--- src/rtl/rcm_pkg.sv ---
package rcm_pkg;

    localparam int CTL_W    = 3;
    localparam int RD_W     = 16;
    localparam int FLAG_BIT = 0;
    localparam int EN_BIT   = 1;
    localparam int MODE_BIT = 2;

    typedef enum logic {
        RANGE_UNSIGNED = 1'b0,
        RANGE_MID      = 1'b1
    } range_mode_e;

    typedef struct packed {
        range_mode_e mode;
        logic        en;
        logic        flag;
    } ctl_t;

    function automatic logic [RD_W-1:0] pack_read(input ctl_t c, input logic rmw);
        logic [RD_W-1:0] w;
        w           = '0;
        w[FLAG_BIT] = c.flag | rmw;
        w[EN_BIT]   = c.en;
        w[MODE_BIT] = c.mode;
        return w;
    endfunction

endpackage

--- src/rtl/rcm_range_detect.sv ---
module rcm_range_detect
    import rcm_pkg::*;
#(
    parameter int W = 16
) (
    input  logic         step_valid,
    input  logic         step_up,
    input  logic [W-1:0] cnt_prev,
    input  logic [W-1:0] cnt_next,
    input  range_mode_e  mode,
    output logic         hit
);
    localparam logic [W-1:0] ONE  = {{(W-1){1'b0}}, 1'b1};
    localparam logic [W-1:0] U_LO = '0;
    localparam logic [W-1:0] U_HI = '1;
    localparam logic [W-1:0] M_LO = {1'b1, {(W-1){1'b0}}};
    localparam logic [W-1:0] M_HI = {1'b0, {(W-1){1'b1}}};

    logic [W-1:0] lo, hi;
    logic         down_hit, up_hit;

    always_comb begin
        lo       = (mode == RANGE_MID) ? M_LO : U_LO;
        hi       = (mode == RANGE_MID) ? M_HI : U_HI;
        down_hit = !step_up && (cnt_prev == lo + ONE) && (cnt_next == lo);
        up_hit   =  step_up && (cnt_prev == hi - ONE) && (cnt_next == hi);
        hit      = step_valid && (down_hit || up_hit);
    end

endmodule

--- src/rtl/rcm_ctl_reg.sv ---
module rcm_ctl_reg
    import rcm_pkg::*;
(
    input  logic             clk,
    input  logic             rst,
    input  logic             wr_en,
    input  logic [CTL_W-1:0] wr_data,
    input  logic             set_hit,
    output ctl_t             ctl_q,
    output logic             irq_q
);
    logic clr_req;

    always_comb clr_req = wr_en && !wr_data[FLAG_BIT];

    always_ff @(posedge clk) begin
        if (rst) begin
            ctl_q <= '0;
            irq_q <= 1'b0;
        end else begin
            if (wr_en) begin
                ctl_q.en   <= wr_data[EN_BIT];
                ctl_q.mode <= range_mode_e'(wr_data[MODE_BIT]);
            end
            if (set_hit)
                ctl_q.flag <= 1'b1;
            else if (clr_req)
                ctl_q.flag <= 1'b0;
            irq_q <= ctl_q.flag & ctl_q.en;
        end
    end

    // a detected transition leaves the flag set
    p_set_flag_r1: assert property (@(posedge clk) disable iff (rst)
        set_hit |=> ctl_q.flag);

    p_clear_r6: assert property (@(posedge clk) disable iff (rst)
        (wr_en && !wr_data[FLAG_BIT] && !set_hit) |=> !ctl_q.flag);

    p_hold_r6: assert property (@(posedge clk) disable iff (rst)
        (!set_hit && !(wr_en && !wr_data[FLAG_BIT])) |=> $stable(ctl_q.flag));

    p_set_wins_r7: assert property (@(posedge clk) disable iff (rst)
        (set_hit && wr_en && !wr_data[FLAG_BIT]) |=> ctl_q.flag);

    p_irq_lag_r9: assert property (@(posedge clk) disable iff (rst)
        ctl_q.flag && ctl_q.en |=> irq_q);

    p_irq_low_r9: assert property (@(posedge clk) disable iff (rst)
        !(ctl_q.flag && ctl_q.en) |=> !irq_q);

endmodule

--- src/rtl/rev_range_monitor.sv ---
module rev_range_monitor
    import rcm_pkg::*;
#(
    parameter int CNT_W = 16
) (
    input  logic             clk,
    input  logic             rst,
    input  logic             step_valid,
    input  logic             step_up,
    input  logic [CNT_W-1:0] cnt_prev,
    input  logic [CNT_W-1:0] cnt_next,
    input  logic             wr_en,
    input  logic [CTL_W-1:0] wr_data,
    input  logic             rmw_rd,
    output logic [RD_W-1:0]  rd_data,
    output logic             range_flag,
    output logic             irq
);
    ctl_t ctl;
    logic hit;

    rcm_range_detect #(.W(CNT_W)) u_detect (
        .step_valid (step_valid),
        .step_up    (step_up),
        .cnt_prev   (cnt_prev),
        .cnt_next   (cnt_next),
        .mode       (ctl.mode),
        .hit        (hit)
    );

    rcm_ctl_reg u_ctl (
        .clk     (clk),
        .rst     (rst),
        .wr_en   (wr_en),
        .wr_data (wr_data),
        .set_hit (hit),
        .ctl_q   (ctl),
        .irq_q   (irq)
    );

    always_comb begin
        rd_data    = pack_read(ctl, rmw_rd);
        range_flag = ctl.flag;
    end

    p_hit_strobe_r5: assert property (@(posedge clk) disable iff (rst)
        hit |-> step_valid);

    p_mode_load_r11: assert property (@(posedge clk) disable iff (rst)
        wr_en |=> (ctl.mode == range_mode_e'($past(wr_data[MODE_BIT]))));

endmodule

--- config.mk ---
export PLATFORM = sky130hd
export DESIGN_NAME = rev_range_monitor
export DESIGN_NICKNAME = d
export VERILOG_FILES = /design/src/rtl/rcm_pkg.sv /design/src/rtl/rcm_range_detect.sv /design/src/rtl/rcm_ctl_reg.sv /design/src/rtl/rev_range_monitor.sv
export SDC_FILE = /design/constraint.sdc
export NUM_CORES = 1
export LEC_CHECK = 0
export BUFFER_PORTS_ARGS = -buffer_cell sky130_fd_sc_hd__buf_2
export CAP_MARGIN = 5
export CORE_MARGIN = 2
export CORE_UTILIZATION = 32
export CTS_BUF_LIST = sky130_fd_sc_hd__clkbuf_4 sky130_fd_sc_hd__clkbuf_8
export CTS_CLUSTER_SIZE = 14
export DETAILED_ROUTE_END_ITERATION = 10
export GPL_TIMING_DRIVEN = 1
export PLACE_DENSITY = 0.79
export SYNTH_ARGS = -nofsm -noshare
export SYNTH_HDL_FRONTEND = slang
export SYNTH_SLANG_ARGS = --single-unit
--- constraint.sdc ---
create_clock -name clk -period 1.8 [get_ports clk]
set_clock_uncertainty 0.1 [all_clocks]
set_input_delay 0 -clock clk [delete_from_list [all_inputs] [get_ports clk]]
set_output_delay 0 -clock clk [all_outputs]
set_load 0.02 [all_outputs]
# After elaboration in Yosys (flattened, before gate mapping)
# Index checks and enable logic that the tools add are counted.
# op_classes
add_sub_neg	2
eq_ne	4
n_mux	4
bitwise_logic	2
n_reduce_logical	10
# op_table
operator	count
equality test 16 bit	4
2-to-1 mux 16 bit	2
adder 16 x 1 -> 16 bit, second input constant	1
subtractor 16 x 1 -> 16 bit, second input constant	1
logical AND 1 bit	6
logical NOT 1 bit	2
2-to-1 mux 1 bit	2
nonzero test 2 bit	1
AND 1 bit	1
logical OR 1 bit	1
bitwise OR 1 bit	1
# word_totals
register_bits	4
input_bits	41
output_inout_bits	18
wordCells	26

# Logic depth before layout (Yosys ltp)
# Gate-level depths: netlist (run 1).
# logic_depth
word_depth	8
depth_mapped	4
depth_no_buf	4

# Hierarchy
# From an unflattened synthesis (run 1), not the netlist that was laid out.
# hier_totals
cells_unflattened	57
area_unflattened_um2	452.9
# modules_own_cells
module	n_inst	cells_per_inst	area_per_inst_um2	seq_area_each_um2
rcm_range_detect	1	29	203.9	0.0
rcm_ctl_reg	1	13	141.4	80.1
rev_range_monitor	1	15	107.6	0.0

# Worst setup path after synthesis (run 1)
# Ideal clock, no wire load.
# synth_path
path_kind	register -> register
from	reg, netlist name u_ctl.ctl_q[2]
to	reg u_ctl.ctl_q[0] in the netlist's numbering
setup_time_ns	0.062
arrival_ns	1.222
required_ns	1.638
path_slack_ns	0.416
path_stages_with_launch	5
n_path_buf	0
synth_period_minus_slack_ns	1.384
cell_sequence	dfxtp_1 > nor3_1 > nor2_4 > or4_1 > nand3_1
# synth_via
elab_chain_len	8
word_cells_on_any_way	16
classes_between	2 x add/sub; 4 x eq/ne; 3 x mux; 7 x reduce/logical
# synth_rtl
item	line_no	source
2-to-1 mux 16 bit (on tied branches)	rcm_range_detect.sv:23, rcm_range_detect.sv:24	
adder 16 x 1 -> 16 bit or subtractor 16 x 1 -> 16 bit (tied branches)	rcm_range_detect.sv:25, rcm_range_detect.sv:26	
equality test 16 bit (on tied branches)	rcm_range_detect.sv:25, rcm_range_detect.sv:26	
logical AND 1 bit (on tied branches) (2 in series)	rcm_range_detect.sv:25, rcm_range_detect.sv:26	
logical OR 1 bit *	rcm_range_detect.sv:27	hit = step_valid && (down_hit || up_hit);
logical AND 1 bit *	rcm_range_detect.sv:27	
2-to-1 mux 1 bit or nonzero test 2 bit (tied branches)	n/a	
end: declaration	rcm_ctl_reg.sv:9	output ctl_t ctl_q,
# Mark *: on every way between the ends. The rest lies on a longest branch, timed or not.
# A chain may end at the register's enable or synchronous reset.

# Worst setup path in the final report (run 1)
# layout_path
from	reg, netlist name u_ctl.ctl_q[2]
to	reg u_ctl.ctl_q[0] in the netlist's numbering
# layout_via
elab_chain_len	8
word_cells_on_any_way	16
classes_between	2 x add/sub; 4 x eq/ne; 3 x mux; 7 x reduce/logical
# layout_rtl
item	line_no
2-to-1 mux 16 bit (on tied branches)	rcm_range_detect.sv:23, rcm_range_detect.sv:24
adder 16 x 1 -> 16 bit or subtractor 16 x 1 -> 16 bit (tied branches)	rcm_range_detect.sv:25, rcm_range_detect.sv:26
equality test 16 bit (on tied branches)	rcm_range_detect.sv:25, rcm_range_detect.sv:26
logical AND 1 bit (on tied branches) (2 in series)	rcm_range_detect.sv:25, rcm_range_detect.sv:26
logical OR 1 bit *	rcm_range_detect.sv:27
logical AND 1 bit *	rcm_range_detect.sv:27
2-to-1 mux 1 bit or nonzero test 2 bit (tied branches)	n/a
# Marked as above.

==> flow_summary.ini, run 1 <==
[floorplan]
die_area_um2 = 1790
die_w_um = 42.3
start_util_pct = 35.2
core.rowCount = 13
die_y_um = 42.3
io_pins = 59
coreArea_um2 = 1330

[timing]
finalHoldViolations = 0
min_period_ns = 1.44
rsz0062_at_grt = no
finalSetupViolations = 0
slew_violations = 0
hold_slack_ns = 0.0260
min_period_over_period_pct = 80.1
setup_tns_ns = 0
max_freq_ghz = 0.693

[synth]
synth_compound_area_share_pct = 1.07
synth_top_cells_by_area = buf_4 22%, dfxtp_1 17%, nand4_1 11%
syn-instance-count = 58
synthAdderAreaFrac_pct = 0
ys_ff_latch = 4
seq_area_frac_synth_pct = 17.1
netlist_area_um2 = 469
ys_types = 23
avgSynthCellArea_um2 = 8.09
netlist.area_leader.share_pct = 22.4
yosysTopAreaCell = buf_4
synthMuxAreaShare_pct = 4.27
ys_warn_count = 0
synth-simple-area-share_pct = 54.4
synth_top_family_by_area = simple AND/OR/NAND/NOR gates
synthXorXnorAreaFrac_pct = 0

[route]
routed_wl_um = 1360
via_per_inst = 4.98
initialDrtViolationCount = 13
wl_per_cell_um = 11.0
ant_nets = 0
firstDrtPassIters = 4
drc = 0
vias = 617

[global_routing]
groute.usage.overall_pct = 15.8
grt_pass1_wl_um = 2290
grt_pass1_vias = 562
grt_max_degree = 7
grt_overflow = 0
antenna_found_initial = 0

[clock_network]
clock_latency_ns = 0.23
cts_tree = done
cts_setup_buffers = 0
cts.repair.resized = 0
cts_num_sinks = 4
path_clk_slew_ns = 0.04
ctsLongestPathBuffers = 2
cts-root-buf = clkbuf_4
cts_buffers = 3
ctsHoldBuffers = 5
htreeDepth = 1

[final_layout]
mostFrequentLayoutCells = 45 x buf_2, 13 x conb_1, 8 x nand4_1
area_growth_pct = 54.7
final_common_cell = buf_2
drive_gt1_share_pct = 50.5
n_antenna_cell = 0
final_nets = 152

[critical_path]
max_stage_delay_ns = 0.49
cp-end-kind = register
path_class = register to register
path_cells = nor3_1 > nor2_4 > or4_1 > nand3_1
cp_slowest_cell = or4_1
crit_family = simple AND/OR/NAND/NOR gates
cp.required_ns = 1.87
crit_arrival_ns = 1.51
path_max_fanout = 6
start_kind = register
worst-path-buf-inv = 0

[worst_hold_path]
hp-class = primary input to register

[pwr]
leakagePower_nw = 0.361
ir_worst_vdd_mv = 0.298
p_total_w = 0.000331
power-per-cell-area_nw_per_um2 = 456

[placement]
hpwl_um = 1140
port_buffers = 45
place_congestion = 0.704

[run]
cap_violations = 0

[run_status]
outcome = complete, no violations
-- worst reg2reg max path: stages, from the launching register on --
cell and delay (ns):
dfxtp_1 0.33, nor3_1 0.33, nor2_4 0.04, or4_1 0.49
nand3_1 0.09
-- flip-flops by register name (all words and copies together) (netlist names) --
register,flops
u_ctl.irq_q,1
u_ctl.ctl_q,3
-- synthesized netlist by cell type, drive strengths merged --
library cell  instances
nor2                  3
nor4                  7
or2                   1
or3b                  1
nand3                 3
nand3b                2
nand4b                1
conb                  1
and3                  1
buf                  14
nor4b                 1
nand2b                1
nand2                 1
nand4                 8
and3b                 1
nor3                  3
o21ai                 1
nor3b                 1
mux2i                 2
or4                   1
dfxtp                 4
-- cell families after synthesis --
| logic type | after synthesis |
|---|---|
| multiplexers | 2 |
| other | 1 |
| buffers and inverters | 14 |
| AO/OA/AOI/OAI | 1 |
| AND/OR/NAND/NOR | 36 |
| flip-flops | 4 |
-- where the power goes --
| part | switching [W] | leakage [nW] | internal (W) | total [W] |
|---|---|---|---|---|
| combinational | 0.0000666 | 0.314 | 0.0000551 | 0.000122 |
| clock | 0.0000408 | 0.0138 | 0.0000749 | 0.000116 |
| sequential | 0.00000229 | 0.0326 | 0.0000916 | 0.0000939 |
-- per-layer routing --
metal	share of wire, %	track usage (%)	vias to the layer above
met2	53	32.0	29
li1	-	-	302
met1	36	16.1	284
met4	1.8	5.63	0
met5	0	0	-
met3	8.8	1.72	2
-- final cells by class --
type                    instances  area [um^2]
clock buffers                   3         22.5
fillers                       130          608
multi-input cells              52          329
flip-flops and latches          4         80.1
well taps                      15         18.8
repair buffers                 50          275
-- per-stage QoR --
step | utilization [%] | instance area, um^2 | instances | setup slack [ns]
after floorplan | - | 514 | 70 | 0.416
after global placement | 49.0 | 653 | 116 | 0.396
after detailed placement | 49.0 | 653 | 116 | 0.347
after CTS | 54.4 | 726 | 124 | 0.340
after global routing | 54.4 | 726 | 124 | 0.248
final | 54.4 | 726 | 124 | 0.358
-- path summary, 6_finish.rpt --
| path | startpoint | end | slack (ns) | depth (start not counted) |
|---|---|---|---|---|
| max | u_ctl.ctl_q[2] | u_ctl.ctl_q[0] | 0.36 | 4 |
| min | wr_en | u_ctl.ctl_q[0] | 0.03 | 4 |
| max reg2reg | u_ctl.ctl_q[2] | u_ctl.ctl_q[0] | 0.36 | 4 |
| min reg2reg | u_ctl.ctl_q[0] | u_ctl.ctl_q[0] | 0.42 | 2 |
(Power assumes the default switching activity.)
==> run 2, diff against run 1 <==
Clock period 1.8 ns to 1.4 ns, I/O delays scaled along.
==> run 2 against run 1 <==
  * First-iteration DRC count fell by 46%
  * Die area did not move
  * Largest cell class unchanged
  * Count of clock-buffer cells in the layout unchanged
  * Critical path type unchanged
  * Final cell count did not move
  * Via count grew 2.3%
  * Register-to-register slack worse by 0.33 ns
  * Sequential share of layout area increased by 0.077 points
  * Setup slack got worse by 0.33 ns
  * Maximum frequency rose by 5.3%
  * Worst hold slack got worse by 0.025 ns
==> flow_summary.ini, run 2 (synthesized netlist as in run 1, its figures left out) <==
[run_status]
outcome = complete, no violations

[floorplan]
die_area_um2 = 1790
start_util_pct = 35.2
io_pins = 59
core.rowCount = 13
die_y_um = 42.3
coreArea_um2 = 1330
die_w_um = 42.3

[final_layout]
final_nets = 152
drive_gt1_share_pct = 55.0
final_common_cell = buf_2
reg_top3 = u_ctl.ctl_q: 3 flops, u_ctl.irq_q: 1 flops
regMostFlops = u_ctl.ctl_q
largest_reg_flops = 3
multi_input_comb_area_um2 = 339
seq_area_um2 = 81.3
area_growth_pct = 56.0
n_antenna_cell = 0
nFillCells = 137
mostFrequentLayoutCells = 45 x buf_2, 13 x conb_1, 8 x nand4_1

[route]
wl_per_cell_um = 11.5
vias = 631
firstDrtPassIters = 4
drc = 0
initialDrtViolationCount = 7
via_per_inst = 5.09
routed_wl_um = 1430
ant_nets = 0

[critical_path]
start_kind = register
cp-end-kind = register
path_cells = nor3_2 > buf_4 > nor2_4 > or4_1 > nand3_1
cp_slowest_cell = or4_1
rrSetupSlack_ns = 0.03
r2r-end = u_ctl.ctl_q[0]
reg2reg_depth = 5
worstReg2RegStart = u_ctl.ctl_q[2]
path_class = register to register
crit_arrival_ns = 1.44
cp.required_ns = 1.47
path_max_fanout = 5
max_stage_delay_ns = 0.49

[timing]
rsz0062_at_grt = no
hold_slack_ns = 0.000556
min_period_ns = 1.37
slew_violations = 0
min_period_over_period_pct = 97.9
fin_ws_ns = 0.0299
finalSetupViolations = 0
finalHoldViolations = 0
max_freq_ghz = 0.730
setup_tns_ns = 0

[pwr]
p_total_w = 0.000429
leakagePower_nw = 0.364
p_clk_share_pct = 34.5
pwr-share-seq_pct = 28.4
power_switching_w = 0.000144
combPwrFrac_pct = 37.1
power-per-cell-area_nw_per_um2 = 586
swShare_pct = 33.5
ir_worst_vdd_mv = 0.436
internal_power_w = 0.000286

[placement]
place_ws_ns = -0.00278
place_congestion = 0.688
port_buffers = 45
hpwl_um = 1160

[clock_network]
cts_num_sinks = 4
cts_setup_buffers = 0
clock_latency_ns = 0.23
htreeDepth = 1
ctsLongestPathBuffers = 2
cts_buffers = 3
cts_tree = done
path_clk_slew_ns = 0.04
cts-root-buf = clkbuf_4

[worst_hold_path]
min_from = wr_data[0]
hp-class = primary input to register
hold_end = u_ctl.ctl_q[0]
worstHoldPathCells = 4

[global_routing]
antenna_found_initial = 0
grt_pass1_wl_um = 2370
groute.usage.overall_pct = 16.6
grt_pass1_vias = 608
grt_max_degree = 7
grt_overflow = 0

[run]
cap_violations = 0
run 2: final cells by class:
type / instances / area share, %
repair buffers: 50 / 36.9
flip-flops and latches: 4 / 11.1
clock buffers: 3 / 3.08
multi-input cells: 52 / 46.3
well taps: 15 / 2.56
run 2: worst max path at each step:
stage                         from        endpoint  slack [ns]
floorplan           u_ctl.ctl_q[2]  u_ctl.ctl_q[0]        0.02
global placement    u_ctl.ctl_q[2]  u_ctl.ctl_q[0]        0.01
detailed placement  u_ctl.ctl_q[2]  u_ctl.ctl_q[0]      -0.003
CTS                 u_ctl.ctl_q[2]  u_ctl.ctl_q[0]        0.04
global route        u_ctl.ctl_q[2]  u_ctl.ctl_q[0]     0.00007
finish              u_ctl.ctl_q[2]  u_ctl.ctl_q[0]        0.03
run 2: stage by stage:
stage	util (%)	cell area, um^2	std cells
6_report	54.9	732	124
3_3_place_gp	50.1	668	118
3_5_place_dp	50.1	668	118
4_1_cts	54.0	721	124
2_1_floorplan	-	514	70
5_1_grt	54.9	732	124
run 2: repair_timing:
item,in CTS,in global routing
pin swaps,1,1
gates resized for setup,0,3
hold buffers,3,0
endpoints found under the setup margin,1,1
endpoints found under the hold margin,2,0
run 2: per-layer routing:
layer	wire length [um]	up-vias	GRT usage, %
met5	0	-	0
met2	816	33	33.5
met4	0	0	5.63
met3	118	0	2.16
met1	495	296	17.0
li1	-	302	-
run 2: power groups by stage:
stage	sequential (W)	clock (W)	combinational (W)
floorplan	0.000124	0	0.0000905
global placement	0.000122	0	0.000145
detailed placement	0.000123	0	0.000149
CTS	0.000120	0.000152	0.000156
global route	0.000122	0.000169	0.000174
finish	0.000122	0.000148	0.000159
run 2: critical path: cells and delay by family, from the launching register on:
| family | cells | cell delay, ns |
|---|---|---|
| and+or+nand+nor | 4 | 0.74 |
| buffers and inverters | 1 | 0.13 |
| DFF | 1 | 0.33 |
==> run 3, diff against run 2 <==
Settings changed: PLACE_DENSITY 0.79 to 0.8.
==> run 3 against run 2 <==
  * Via count rose by 0.63%
  * Non-clock buffer count rose by 1
  * Sequential share of layout area fell by 0.31 points
  * Sequential cell count did not move
  * Final cell count rose by 0.81%
==> flow_summary.ini, run 3 (synthesized netlist as in run 1, its figures left out) <==
[run_status]
outcome = complete, no violations

[placement]
place_congestion = 0.755
hpwl_um = 1160
place_ws_ns = -0.0150
port_buffers = 45

[timing]
finalSetupViolations = 0
min_period_over_period_pct = 95.4
max_freq_ghz = 0.749
fin_ws_ns = 0.0648
slew_violations = 0
min_period_ns = 1.34
finalHoldViolations = 0
rsz0062_at_grt = no

[final_layout]
n_antenna_cell = 0
mostFrequentLayoutCells = 45 x buf_2, 13 x conb_1, 8 x nand4_1
area_growth_pct = 60.5
reg_top3 = u_ctl.ctl_q: 3 flops, u_ctl.irq_q: 1 flops
final_nets = 153
regMostFlops = u_ctl.ctl_q
final_common_cell = buf_2
largest_reg_flops = 3
drive_gt1_share_pct = 53.6

[pwr]
leakagePower_nw = 0.367
p_total_w = 0.000441
ir_worst_vdd_mv = 0.295
power-per-cell-area_nw_per_um2 = 586

[floorplan]
die_w_um = 42.3
die_area_um2 = 1790
start_util_pct = 35.2
coreArea_um2 = 1330
die_y_um = 42.3
io_pins = 59
core.rowCount = 13

[route]
ant_nets = 0
routed_wl_um = 1560
via_per_inst = 5.08
firstDrtPassIters = 4
initialDrtViolationCount = 2
wl_per_cell_um = 12.5
drc = 0
vias = 635

[global_routing]
grt_overflow = 0
grt_pass1_wl_um = 2610
grt_use_met1_pct = 17.5
globalRoute.busiestLayer = met2
use_met2_pct = 36.9
grt_pass1_vias = 604
grt.met3_usage_pct = 8.62
groute.usage.overall_pct = 20.4
grt_max_degree = 7
antenna_found_initial = 0

[critical_path]
start_kind = register
path_cells = and3_4 > nor2_4 > or4_1 > nand3_1
worstReg2RegStart = u_ctl.ctl_q[2]
cp_slowest_cell = or4_1
path_class = register to register
cp-end-kind = register
path_max_fanout = 4
reg2reg_depth = 4
worst-path-buf-inv = 0
crit_family = simple AND/OR/NAND/NOR gates
cp_num_cells = 4
cp.required_ns = 1.49
max_stage_delay_ns = 0.50
worstSetupStartpoint = u_ctl.ctl_q[2]
crit_arrival_ns = 1.42

[clock_network]
path_clk_slew_ns = 0.04
htreeDepth = 1
clock_latency_ns = 0.25
cts_num_sinks = 4
cts_buffers = 3
cts-root-buf = clkbuf_4
cts_setup_buffers = 0
ctsLongestPathBuffers = 2
cts_tree = done

[run]
cap_violations = 0

[worst_hold_path]
worstHoldPathCells = 4
hp-class = primary input to register
min_from = step_valid
==> run 3: changes by cell type in the layout (fill, tap and decap cells not counted), sizes merged <==
| cell | change |
|---|---|
| buf | -1 |
| dlygate4sd3 | +2 |
==> run 3: timing repair <==
action                                  4_1_cts  5_1_grt
cloned                                        0        0
pin swaps                                     0        1
endpoints found under the setup margin        1        2
resized for setup                             1        5
hold buffers                                  6        0
hold endpoints to repair                      4        0
==> run 3: layer usage <==
metal	vias up	part of all wire (%)
li1	304	-
met1	288	31
met2	36	55
met3	7	11
met4	0	3.3
met5	-	0
==> run 3: worst min-delay path: stages <==
cell      delay, ns
buf_2          0.10
nand3b_1       0.07
or4_1          0.10
nand3_1        0.07
==> run 3: layout make-up <==
class | instances | area [um^2]
fillers | 143 | 581
multi-input cells | 52 | 348
repair buffers | 51 | 283
flip-flops and latches | 4 | 81.3
clock buffers | 3 | 22.5
well taps | 15 | 18.8
==> run 3: path summary, 6_finish.rpt <==
| kind | endpoint | slack, ns |
|---|---|---|
| worst min register to register | u_ctl.irq_q | 0.43 |
| worst max-delay path | u_ctl.ctl_q[0] | 0.06 |
| worst min-delay path | u_ctl.ctl_q[0] | 0.05 |
| worst max register to register | u_ctl.ctl_q[0] | 0.06 |
==> run 3: per-stage QoR <==
| stage | instances | TNS, ns | instance area, um^2 | util, % | hold slack, ns |
|---|---|---|---|---|---|
| floorplan | 70 | 0 | 514 | - | -0.0276 |
| global placement | 117 | 0 | 661 | 49.5 | 0.127 |
| detailed placement | 117 | -0.0150 | 661 | 49.5 | 0.141 |
| CTS | 126 | 0 | 748 | 56.1 | 0.0373 |
| global route | 125 | 0 | 753 | 56.5 | 0.0821 |
| finish | 125 | 0 | 753 | 56.5 | 0.0478 |
==> run 3: where the power goes <==
part           leakage [nW]  switching, W  internal [W]
Combinational         0.320     0.0000915     0.0000742
Clock                0.0138     0.0000568     0.0000965
Sequential           0.0330    0.00000404      0.000118
